### src/rtl/dlt_pkg.sv
package dlt_pkg;

  localparam int BYTE_W = 8;

  localparam logic [BYTE_W-1:0] SYNC_BYTE = 8'hB8;
  localparam logic [BYTE_W-1:0] CMD_ULPS  = 8'h1E;
  localparam logic [BYTE_W-1:0] CMD_LPDT  = 8'hE1;

  // LP line level, {P,N}
  typedef logic [1:0] lp_line_t;
  localparam lp_line_t LN_11 = 2'b11;
  localparam lp_line_t LN_10 = 2'b10;
  localparam lp_line_t LN_01 = 2'b01;
  localparam lp_line_t LN_00 = 2'b00;

  typedef enum logic [4:0] {
    S_STOP,
    S_HRQ,
    S_HPRE,
    S_HZERO,
    S_HSYNC,
    S_HDATA,
    S_HTRAIL,
    S_EE0,
    S_EE1,
    S_EE2,
    S_EE3,
    S_MARK,
    S_SPACE,
    S_ULPS,
    S_WAKE,
    S_LIDLE,
    S_EEXIT
  } lane_st_e;

  typedef enum logic [1:0] {
    M_ULPS,
    M_LPDT,
    M_DATA
  } esc_mode_e;

  function automatic int max2(input int a, input int b);
    return (a > b) ? a : b;
  endfunction

endpackage

### src/rtl/dlt_rst_sync.sv
module dlt_rst_sync (
  input  logic clk,
  input  logic rst_n,
  output logic rst_ns
);

  logic [1:0] sync_q;

  always_ff @(posedge clk or negedge rst_n) begin
    if (!rst_n) begin
      sync_q <= 2'b00;
    end else begin
      sync_q <= {sync_q[0], 1'b1};
    end
  end

  assign rst_ns = sync_q[1];

endmodule

### src/rtl/dlt_timer.sv
module dlt_timer #(
  parameter int W = 4
) (
  input  logic         clk,
  input  logic         rst_n,
  input  logic         ld,
  input  logic [W-1:0] val,
  output logic         done
);

  logic [W-1:0] cnt_q;
  logic [W-1:0] cnt_d;
  logic         cnt_en;

  always_comb begin
    cnt_en = ld || (cnt_q != '0);
    cnt_d  = ld ? val : (cnt_q - W'(1));
  end

  always_ff @(posedge clk or negedge rst_n) begin
    if (!rst_n) begin
      cnt_q <= '0;
    end else if (cnt_en) begin
      cnt_q <= cnt_d;
    end
  end

  assign done = (cnt_q == '0);

endmodule

### src/rtl/dlt_shifter.sv
module dlt_shifter #(
  parameter int DW = 8
) (
  input  logic          clk,
  input  logic          rst_n,
  input  logic          ld,
  input  logic [DW-1:0] val,
  input  logic          adv,
  output logic          bit_o,
  output logic          last_o
);

  localparam int IW = (DW > 1) ? $clog2(DW) : 1;

  logic [DW-1:0] sh_q;
  logic [IW-1:0] idx_q;

  always_ff @(posedge clk or negedge rst_n) begin
    if (!rst_n) begin
      sh_q  <= '0;
      idx_q <= '0;
    end else if (ld) begin
      sh_q  <= val;
      idx_q <= '0;
    end else if (adv) begin
      sh_q  <= {1'b0, sh_q[DW-1:1]};
      idx_q <= idx_q + IW'(1);
    end
  end

  assign bit_o  = sh_q[0];
  assign last_o = (idx_q == IW'(DW-1));

endmodule

### src/rtl/dlane_tx_ctrl.sv
module dlane_tx_ctrl
  import dlt_pkg::*;
#(
  parameter int LPX_CYC   = 2,
  parameter int ZERO_CYC  = 4,
  parameter int TRAIL_CYC = 3,
  parameter int WAKE_CYC  = 6
) (
  input  logic              clk,
  input  logic              rst_n,
  input  logic              hs_req,
  input  logic [BYTE_W-1:0] hs_data,
  output logic              hs_ready,
  output logic              hs_en,
  output logic [BYTE_W-1:0] hs_byte,
  input  logic              esc_req,
  input  logic              esc_ulps,
  input  logic              esc_lpdt,
  input  logic              esc_valid,
  input  logic [BYTE_W-1:0] esc_data,
  output logic              esc_ready,
  input  logic              ulps_exit,
  output logic              lp_p,
  output logic              lp_n,
  output logic              lp_p_oe,
  output logic              lp_n_oe,
  output logic              stop_state,
  output logic              ulps_active_n
);

  localparam int MAX_CYC = max2(max2(LPX_CYC, ZERO_CYC), max2(TRAIL_CYC, WAKE_CYC));
  localparam int TMR_W   = $clog2(MAX_CYC + 1);

  localparam logic [TMR_W-1:0] LPX_M1   = TMR_W'(LPX_CYC - 1);
  localparam logic [TMR_W-1:0] ZERO_M1  = TMR_W'(ZERO_CYC - 1);
  localparam logic [TMR_W-1:0] TRAIL_M2 = TMR_W'(TRAIL_CYC - 2);
  localparam logic [TMR_W-1:0] WAKE_M1  = TMR_W'(WAKE_CYC - 1);

  logic rst_ns;

  lane_st_e  st_q, st_nx;
  esc_mode_e mode_q, mode_nx;

  logic              tmr_ld;
  logic [TMR_W-1:0]  tmr_val;
  logic              tmr_done;
  logic              sh_ld;
  logic [BYTE_W-1:0] sh_val;
  logic              sh_adv;
  logic              sh_bit;
  logic              sh_last;
  logic              last_bit_q;
  logic              last_bit_en;
  logic              last_bit_d;
  lp_line_t          line;

  // commands go out MSB first through an LSB-first shifter: load them mirrored
  logic [BYTE_W-1:0] ulps_cmd_rev;
  logic [BYTE_W-1:0] lpdt_cmd_rev;

  for (genvar g = 0; g < BYTE_W; g++) begin : g_cmd_rev
    assign ulps_cmd_rev[g] = CMD_ULPS[BYTE_W-1-g];
    assign lpdt_cmd_rev[g] = CMD_LPDT[BYTE_W-1-g];
  end

  dlt_rst_sync u_rst_sync (
    .clk    (clk),
    .rst_n  (rst_n),
    .rst_ns (rst_ns)
  );

  dlt_timer #(.W(TMR_W)) u_timer (
    .clk   (clk),
    .rst_n (rst_ns),
    .ld    (tmr_ld),
    .val   (tmr_val),
    .done  (tmr_done)
  );

  dlt_shifter #(.DW(BYTE_W)) u_shifter (
    .clk    (clk),
    .rst_n  (rst_ns),
    .ld     (sh_ld),
    .val    (sh_val),
    .adv    (sh_adv),
    .bit_o  (sh_bit),
    .last_o (sh_last)
  );

  // next-state logic
  always_comb begin
    st_nx   = st_q;
    mode_nx = mode_q;
    tmr_ld  = 1'b0;
    tmr_val = LPX_M1;
    sh_ld   = 1'b0;
    sh_val  = esc_data;
    sh_adv  = 1'b0;
    unique case (st_q)
      S_STOP: begin
        if (hs_req) begin
          st_nx  = S_HRQ;
          tmr_ld = 1'b1;
        end else if (esc_req && (esc_ulps || esc_lpdt)) begin
          st_nx   = S_EE0;
          tmr_ld  = 1'b1;
          mode_nx = esc_ulps ? M_ULPS : M_LPDT;
        end
      end
      S_HRQ: begin
        if (tmr_done) begin
          st_nx  = S_HPRE;
          tmr_ld = 1'b1;
        end
      end
      S_HPRE: begin
        if (tmr_done) begin
          st_nx   = S_HZERO;
          tmr_ld  = 1'b1;
          tmr_val = ZERO_M1;
        end
      end
      S_HZERO: begin
        if (tmr_done) begin
          st_nx = S_HSYNC;
        end
      end
      S_HSYNC: begin
        st_nx = S_HDATA;
      end
      S_HDATA: begin
        if (!hs_req) begin
          st_nx   = S_HTRAIL;
          tmr_ld  = 1'b1;
          tmr_val = TRAIL_M2;
        end
      end
      S_HTRAIL: begin
        if (tmr_done) begin
          st_nx = S_STOP;
        end
      end
      S_EE0: begin
        if (tmr_done) begin
          st_nx  = S_EE1;
          tmr_ld = 1'b1;
        end
      end
      S_EE1: begin
        if (tmr_done) begin
          st_nx  = S_EE2;
          tmr_ld = 1'b1;
        end
      end
      S_EE2: begin
        if (tmr_done) begin
          st_nx  = S_EE3;
          tmr_ld = 1'b1;
        end
      end
      S_EE3: begin
        if (tmr_done) begin
          st_nx  = S_MARK;
          tmr_ld = 1'b1;
          sh_ld  = 1'b1;
          sh_val = (mode_q == M_ULPS) ? ulps_cmd_rev : lpdt_cmd_rev;
        end
      end
      S_MARK: begin
        if (tmr_done) begin
          st_nx  = S_SPACE;
          tmr_ld = 1'b1;
        end
      end
      S_SPACE: begin
        if (tmr_done) begin
          if (!sh_last) begin
            st_nx  = S_MARK;
            tmr_ld = 1'b1;
            sh_adv = 1'b1;
          end else if (mode_q == M_ULPS) begin
            st_nx = S_ULPS;
          end else begin
            st_nx = S_LIDLE;
          end
        end
      end
      S_ULPS: begin
        if (ulps_exit) begin
          st_nx   = S_WAKE;
          tmr_ld  = 1'b1;
          tmr_val = WAKE_M1;
        end
      end
      S_WAKE: begin
        if (tmr_done) begin
          st_nx = S_STOP;
        end
      end
      S_LIDLE: begin
        if (esc_valid) begin
          st_nx   = S_MARK;
          tmr_ld  = 1'b1;
          sh_ld   = 1'b1;
          mode_nx = M_DATA;
        end else if (!esc_req) begin
          st_nx  = S_EEXIT;
          tmr_ld = 1'b1;
        end
      end
      S_EEXIT: begin
        if (tmr_done) begin
          st_nx = S_STOP;
        end
      end
      default: begin
        st_nx = S_STOP;
      end
    endcase
  end

  // state registers
  always_ff @(posedge clk or negedge rst_ns) begin
    if (!rst_ns) begin
      st_q   <= S_STOP;
      mode_q <= M_ULPS;
    end else begin
      st_q   <= st_nx;
      mode_q <= mode_nx;
    end
  end

  // last serialized bit of the HS stream, source of the trail level
  always_comb begin
    last_bit_en = (st_q == S_HSYNC) || hs_ready;
    last_bit_d  = (st_q == S_HSYNC) ? SYNC_BYTE[BYTE_W-1] : hs_data[BYTE_W-1];
  end

  always_ff @(posedge clk or negedge rst_ns) begin
    if (!rst_ns) begin
      last_bit_q <= 1'b0;
    end else if (last_bit_en) begin
      last_bit_q <= last_bit_d;
    end
  end

  // outputs
  always_comb begin
    unique case (st_q)
      S_STOP:  line = LN_11;
      S_HRQ:   line = LN_01;
      S_EE0:   line = LN_10;
      S_EE2:   line = LN_01;
      S_MARK:  line = sh_bit ? LN_10 : LN_01;
      S_WAKE:  line = LN_10;
      S_EEXIT: line = LN_10;
      default: line = LN_00;
    endcase
  end

  always_comb begin
    unique case (st_q)
      S_HZERO:  hs_byte = '0;
      S_HSYNC:  hs_byte = SYNC_BYTE;
      S_HDATA:  hs_byte = hs_req ? hs_data : {BYTE_W{~last_bit_q}};
      S_HTRAIL: hs_byte = {BYTE_W{~last_bit_q}};
      default:  hs_byte = '0;
    endcase
  end

  assign hs_en = (st_q == S_HZERO) || (st_q == S_HSYNC) ||
                 (st_q == S_HDATA) || (st_q == S_HTRAIL);
  assign hs_ready      = (st_q == S_HDATA) && hs_req;
  assign esc_ready     = (st_q == S_SPACE) && tmr_done && sh_last && (mode_q == M_DATA);
  assign lp_p          = line[1];
  assign lp_n          = line[0];
  assign lp_p_oe       = !hs_en;
  assign lp_n_oe       = !hs_en;
  assign stop_state    = (st_q == S_STOP);
  assign ulps_active_n = !((st_q == S_ULPS) || (st_q == S_WAKE));

endmodule

### config.mk
export PLATFORM = sky130hd
export DESIGN_NAME = dlane_tx_ctrl
export DESIGN_NICKNAME = d
export VERILOG_FILES = /design/src/rtl/dlt_pkg.sv /design/src/rtl/dlt_rst_sync.sv /design/src/rtl/dlt_timer.sv /design/src/rtl/dlt_shifter.sv /design/src/rtl/dlane_tx_ctrl.sv
export SDC_FILE = /design/constraint.sdc
export NUM_CORES = 1
export LEC_CHECK = 0
export BUFFER_PORTS_ARGS = -buffer_cell sky130_fd_sc_hd__buf_2
export CAP_MARGIN = 15
export CORE_MARGIN = 2
export CORE_UTILIZATION = 30
export CTS_BUF_LIST = sky130_fd_sc_hd__clkbuf_4
export DETAILED_ROUTE_END_ITERATION = 8
export HOLD_SLACK_MARGIN = 0.12
export PLACE_DENSITY = 0.55
export REMOVE_ABC_BUFFERS = 1
export SLEW_MARGIN = 25
export SYNTH_ARGS = -nofsm -noshare
export SYNTH_HDL_FRONTEND = slang
export SYNTH_SLANG_ARGS = --single-unit
### constraint.sdc
create_clock -name clk -period 1.4 [get_ports clk]
set_input_delay 0.14 -clock clk [delete_from_list [all_inputs] [get_ports clk]]
set_output_delay 0.14 -clock clk [all_outputs]
set_load 0.01 [all_outputs]
Yosys cells after proc, flatten, opt, wreduce, memory -nomap -nowiden --
Cells that the tools add are included.
Operators by class: $add $sub $neg 2, $mul 0, divide/modulo/power cells 0, magnitude comparators 0, eq/ne operators 35, shift operators 0, muxes and demuxes 53, bitwise logic cells 1, reduce and logical (&&, ||, !) cells 26
Operator list (count):
- 5-bit two-way mux | 16
- 5-bit case mux with 15 select lines | 1
- 8-bit two-way mux | 6
- 5-bit by 4-bit == test with 1-bit output, second input constant | 8
- 2-bit inequality test, second input constant | 13
- 8-bit case mux with 3 select lines | 1
- 5-bit by 3-bit == test with 1-bit output, second input constant | 4
- 3-bit two-way mux | 5
- 14-bit AND reduction | 1
- 1-bit two-way mux | 13
- 2-bit two-way mux | 6
- 5-bit by 2-bit == test with 1-bit output, second input constant | 2
- 2-bit case mux with 4 select lines | 1
- 1-bit logical OR | 7
- 7-bit OR reduction | 1
- 1-bit case mux with 6 select lines | 1
- 3-bit case mux with 2 select lines | 1
- 3-bit OR reduction | 2
- 5-bit by 1-bit == test with 1-bit output, second input constant | 1
- 5-bit == test, second input constant | 1
- 1-bit logical AND | 5
- 5-bit logical NOT | 1
- 2-bit by 1-bit inequality test with 1-bit output, second input constant | 2
- 2-bit case mux with 2 select lines | 1
- other kinds (15) | 17
Word-level totals: register bits after elaboration 24, latch bits 0, memory bits (writable) 0, ROM bits 0, output and inout bits 17, logic and storage cells 124, memories 0

Logic depth before layout (Yosys ltp) --
depth after elaboration 6, depth in mapped cells 8, depth with buffers taken out 7

Modules after synthesis --
A second synthesis with hierarchy kept.
Unflattened totals: cell total of the unflattened synthesis 233, area total of the unflattened synthesis 1910.6 µm²
By module, submodules not included:
- dlane_tx_ctrl | instances 1, cells an instance 163, area an instance 1144.8 µm², sequential area each 200.2 µm²
- dlt_shifter | instances 1, cells an instance 46, area an instance 510.5 µm², sequential area each 275.3 µm²
- dlt_timer | instances 1, cells an instance 21, area an instance 201.4 µm², sequential area each 75.1 µm²
- dlt_rst_sync | instances 1, cells an instance 3, area an instance 53.8 µm², sequential area each 50.0 µm²

Least setup slack after synthesis --
No wires, ideal clock.
path kind register to register, from register st_q[3], to register mode_q[0], arrival 1.790 ns, setup slack -0.512 ns, cell stages (with the launch flop) 7, buffers on the path 1, period minus slack after synthesis 1.912 ns, cell sequence dfrtp_1 > buf_6 > or3_4 > or4_4 > a22oi_4 > o21ai_1 > a32o_1
On the way: word-level cells in the longest chain between the ends 3, elaborated cells between the ends (all ways) 8
Ends and longest elaborated chain:
- start, declared | RTL line dlane_tx_ctrl.sv:41 | lane_st_e st_q, st_nx;
- start signal, assigned | RTL line dlane_tx_ctrl.sv:228 | st_q <= st_nx;
- 5-bit by 4-bit == test with 1-bit output or 5-bit logical NOT (tied branches) | RTL line dlane_tx_ctrl.sv:99 | unique case (st_q)
- 2-bit inequality test (no source line), or another cell as far along
- 4-bit AND reduction (no source line)
- end signal, assigned | RTL line dlane_tx_ctrl.sv:229 | mode_q <= mode_nx;
- end, declared | RTL line dlane_tx_ctrl.sv:42 | esc_mode_e mode_q, mode_nx;
Several ways; a longest one is shown, not always the timed one. A chain may end at the register's enable or synchronous reset.

Final worst setup path --
from register st_q[3], to register st_q[0]
On the way: word-level cells in the longest chain between the ends 4, elaborated cells between the ends (all ways) 34
Ends and longest elaborated chain (RTL line):
- 5-bit by 3-bit == test with 1-bit output, or another cell as far along | dlane_tx_ctrl.sv:99
- 3-bit OR reduction (no source line)
- 2-bit by 1-bit inequality test with 1-bit output (no source line)
- 14-bit AND reduction (no source line)
Several ways; a longest one is shown, not always the timed one.

==> results.cfg <==
[setup_path]
slowest_stage = dfrtp_2
slowest_delay_ps = 470
cp-end-kind = flip-flop
crit_path_cell_trace = and3b_2 -> buf_6 -> a32o_2 -> a211o_4 -> mux2_4
crit_fanout = 6
start_kind = flip-flop
reg2reg_from = st_q[3]
crit_arrival_ps = 2110
crit_required_ps = 1600
rrSetupSlack_ps = -500
critPathKind = reg -> reg
startpoint = st_q[3]
cp-endpoint = st_q[0]
reg2reg_to = st_q[0]
ff2ff_path_depth = 5

[timing]
slew_violations = 0
fmax_ghz = 0.525
min_period_ps = 1900
finalClockSkew_ps = 8.35
finalCritPeriodShare_pct = 136
hold_viol = 0
rsz0062_at_grt = true
setup_viol = 38
whs_ps = 131
setup_tns_ps = -15000
setup_ws_ps = -503

[floorplanning]
coreArea_mm2 = 0.00585
ioPinCount = 41
dieArea_mm2 = 0.00658
die_y_um = 81.1
fp-row-count = 28
fp.dieW_um = 81.1
start_util_pct = 30.5

[drt]
drt_first_iter_violations = 93
wl_um = 6120
via_per_inst = 4.91
drt.antenna.violating_nets = 0
post-route-drc-count = 0
vias = 2102
routedWlPerCell_um = 14.3
dr.pass1.iters = 4

[clock_tree]
clock-sinks = 24
cts_buffers = 3
cts_buffer_depth = 2
cts_tree = built
clockRootBuffer = clkbuf_4
path_clk_slew_ps = 130
insertion_delay_ps = 310
h-tree-depth = 1

[min_path]
hold_start = esc_data[5]
hp-class = in -> reg

[power]
powerDensity_mw_per_mm2 = 2030
leakage_uw = 0.00155
ir_worst_vdd_mv = 0.868

[grt]
grt_usage_pct = 18.1
grt_max_degree = 23
antenna_found_initial = 0
grt_pass1_vias = 2013
grt_pass1_wl_um = 9250
grt_overflow = 0

[final_layout]
seq_area_um2 = 606
finalNonFillerCells = 428
nFillCells = 505
multi_input_comb_area_mm2 = 0.00142
final_core_util_pct = 56.6
layout.nets = 383
syn_to_final_growth_pct = 85.4
drive_gt1_share_pct = 62.9
final_area_mm2 = 0.00331
antenna_cells = 0

[synthesis]
ys_types = 54
avgSynthCellArea_um2 = 8.08
synth-edff-count = 0
synth_area_leaders = dfrtp_1, a21oi_1, nand2_1
synth-seq-area-share_pct = 33.6
yosys_warnings = 0
ys_seq_elements = 24
yosysTopAreaCell = dfrtp_1
synth_top_area_share_pct = 33.6
synth_cells = 221
ys.flop_type = dfrtp_1
syn-cell-area_mm2 = 0.00179
ys_async_sr_fraction_pct = 100

[place]
post-dp-hpwl_um = 4130
post_dp_cell_area_mm2 = 0.00252
place.gp.congestion = 0.882
place_inst = 389
io_buffers = 40

[flow_run]
drv_cap = 0

[outcome]
status = complete, but fails checks
violations = setup timing
==> worst max-delay path: cells and delay by family (launching register included) <==
kind | cells | cell delay [ps]
simple gates | 1 | 260
buf+inv | 1 | 140
flops | 1 | 470
mux | 1 | 300
compound gates | 2 | 630
==> registers in the layout, indices dropped and copies added, names as in the netlist <==
signal / flops
u_shifter.sh_q: 8
mode_q: 2
u_rst_sync.sync_q: 2
u_timer.cnt_q: 3
u_shifter.idx_q: 3
st_q: 5
last_bit_q: 1
==> cells in the mapped netlist, types with 2 or more instances <==
cell      number
and4_1         2
nor4b_1        2
nand3_1        7
xnor2_1        3
clkbuf_1       5
a21boi_0       2
a211oi_1       3
a32o_1         2
and2_1         2
dfrtp_1       24
buf_2          5
a221oi_1       2
nor2_1        24
mux2_2         8
buf_1          2
nor3_1         6
nor2b_1        3
a21oi_1       24
a21o_1         2
a31oi_1        4
buf_4          2
mux2i_1        5
nand2b_1       2
o21ai_0       15
ha_1           4
inv_1          8
nand2_1       25
nand4_1        2
==> layout by cell type (no fill, tap or decap), types with 4 or more instances in the layout <==
cell           synthesis  final
o21ai_1                1      6
inv_1                  8      6
dlygate4sd3_1          0      5
dfrtp_2                0      4
a21oi_2                0      9
buf_6                  1     27
buf_2                  5     37
o21ai_0               15      7
dfrtp_1               24     20
nand2_2                0      5
nor2_1                24     15
nand2_1               25     20
buf_4                  2     72
a21oi_1               24     15
mux2_2                 8      7
nor3_2                 0      4
nand3_1                7      4
nor2_4                 0      7
a31oi_1                4      4
mux2i_1                5      5
==> metal layers <==
metal | vias to the layer above | wire length [µm] | part of all wire (%) | track usage (%)
li1 | 1064 | - | - | -
met1 | 977 | 2540 | 42 | 22.4
met2 | 53 | 3190 | 52 | 32.6
met3 | 8 | 252 | 4.1 | 2.11
met4 | 0 | 132 | 2.2 | 5.76
met5 | - | 0 | 0 | 0
==> final cells by class <==
type | count | share of cell area, %
clock buffers | 3 | 0.681
flip-flops and latches | 24 | 18.3
multi-input cells | 173 | 43.0
well taps | 75 | 2.84
repair buffers | 144 | 34.1
inverters | 9 | 1.02
==> worst min-delay path by stage <==
stage	endpoint	slack [ps]	cells past startpoint
after floorplan	u_rst_sync.sync_q[0]	-160	0
after global placement	u_rst_sync.sync_q[0]	-70	1
after detailed placement	u_rst_sync.sync_q[0]	-70	1
after CTS	u_shifter.sh_q[4]	120	3
after global routing	u_shifter.sh_q[5]	140	3
final	u_shifter.sh_q[5]	130	3
==> logic make-up (layout without fill, tap and decap cells) <==
kind of cell	count (synthesis)	in the layout	share of synthesized area [%]
AO/OA/AOI/OAI	67	67	24.0
XOR/XNOR	4	4	1.96
adder cells (fa/ha/maj)	4	4	2.80
buffers and inverters	24	156	6.24
flip-flops	24	24	33.6
multiplexers	13	13	7.85
other	1	1	0.210
AND/OR/NAND/NOR	84	84	23.3
==> report_power, final <==
| group | leakage (µW) | internal, µW | switching (µW) |
|---|---|---|---|
| clock network | 0.0000138 | 100 | 198 |
| logic | 0.00125 | 2900 | 2260 |
| registers | 0.000285 | 980 | 283 |
| total | 0.00155 | 3980 | 2740 |
==> stage by stage <==
stage / worst slack, ps / power [µW]
global route: -569 / 7200
floorplan: -992 / 3020
global placement: -772 / 4610
finish: -503 / 6710
detailed placement: -675 / 4640
CTS: -502 / 5590
==> repair_timing <==
| item | CTS | global route |
|---|---|---|
| buffers inserted | 15 | 17 |
| gates cloned | 0 | 0 |
| pin swaps | 23 | 24 |
| hold buffers | 5 | 0 |
| resized for setup | 61 | 71 |
| hold endpoints to repair | 5 | 0 |
| endpoints found under the setup margin | 38 | 39 |
No activity file was read; power rests on OpenSTA's default activity.
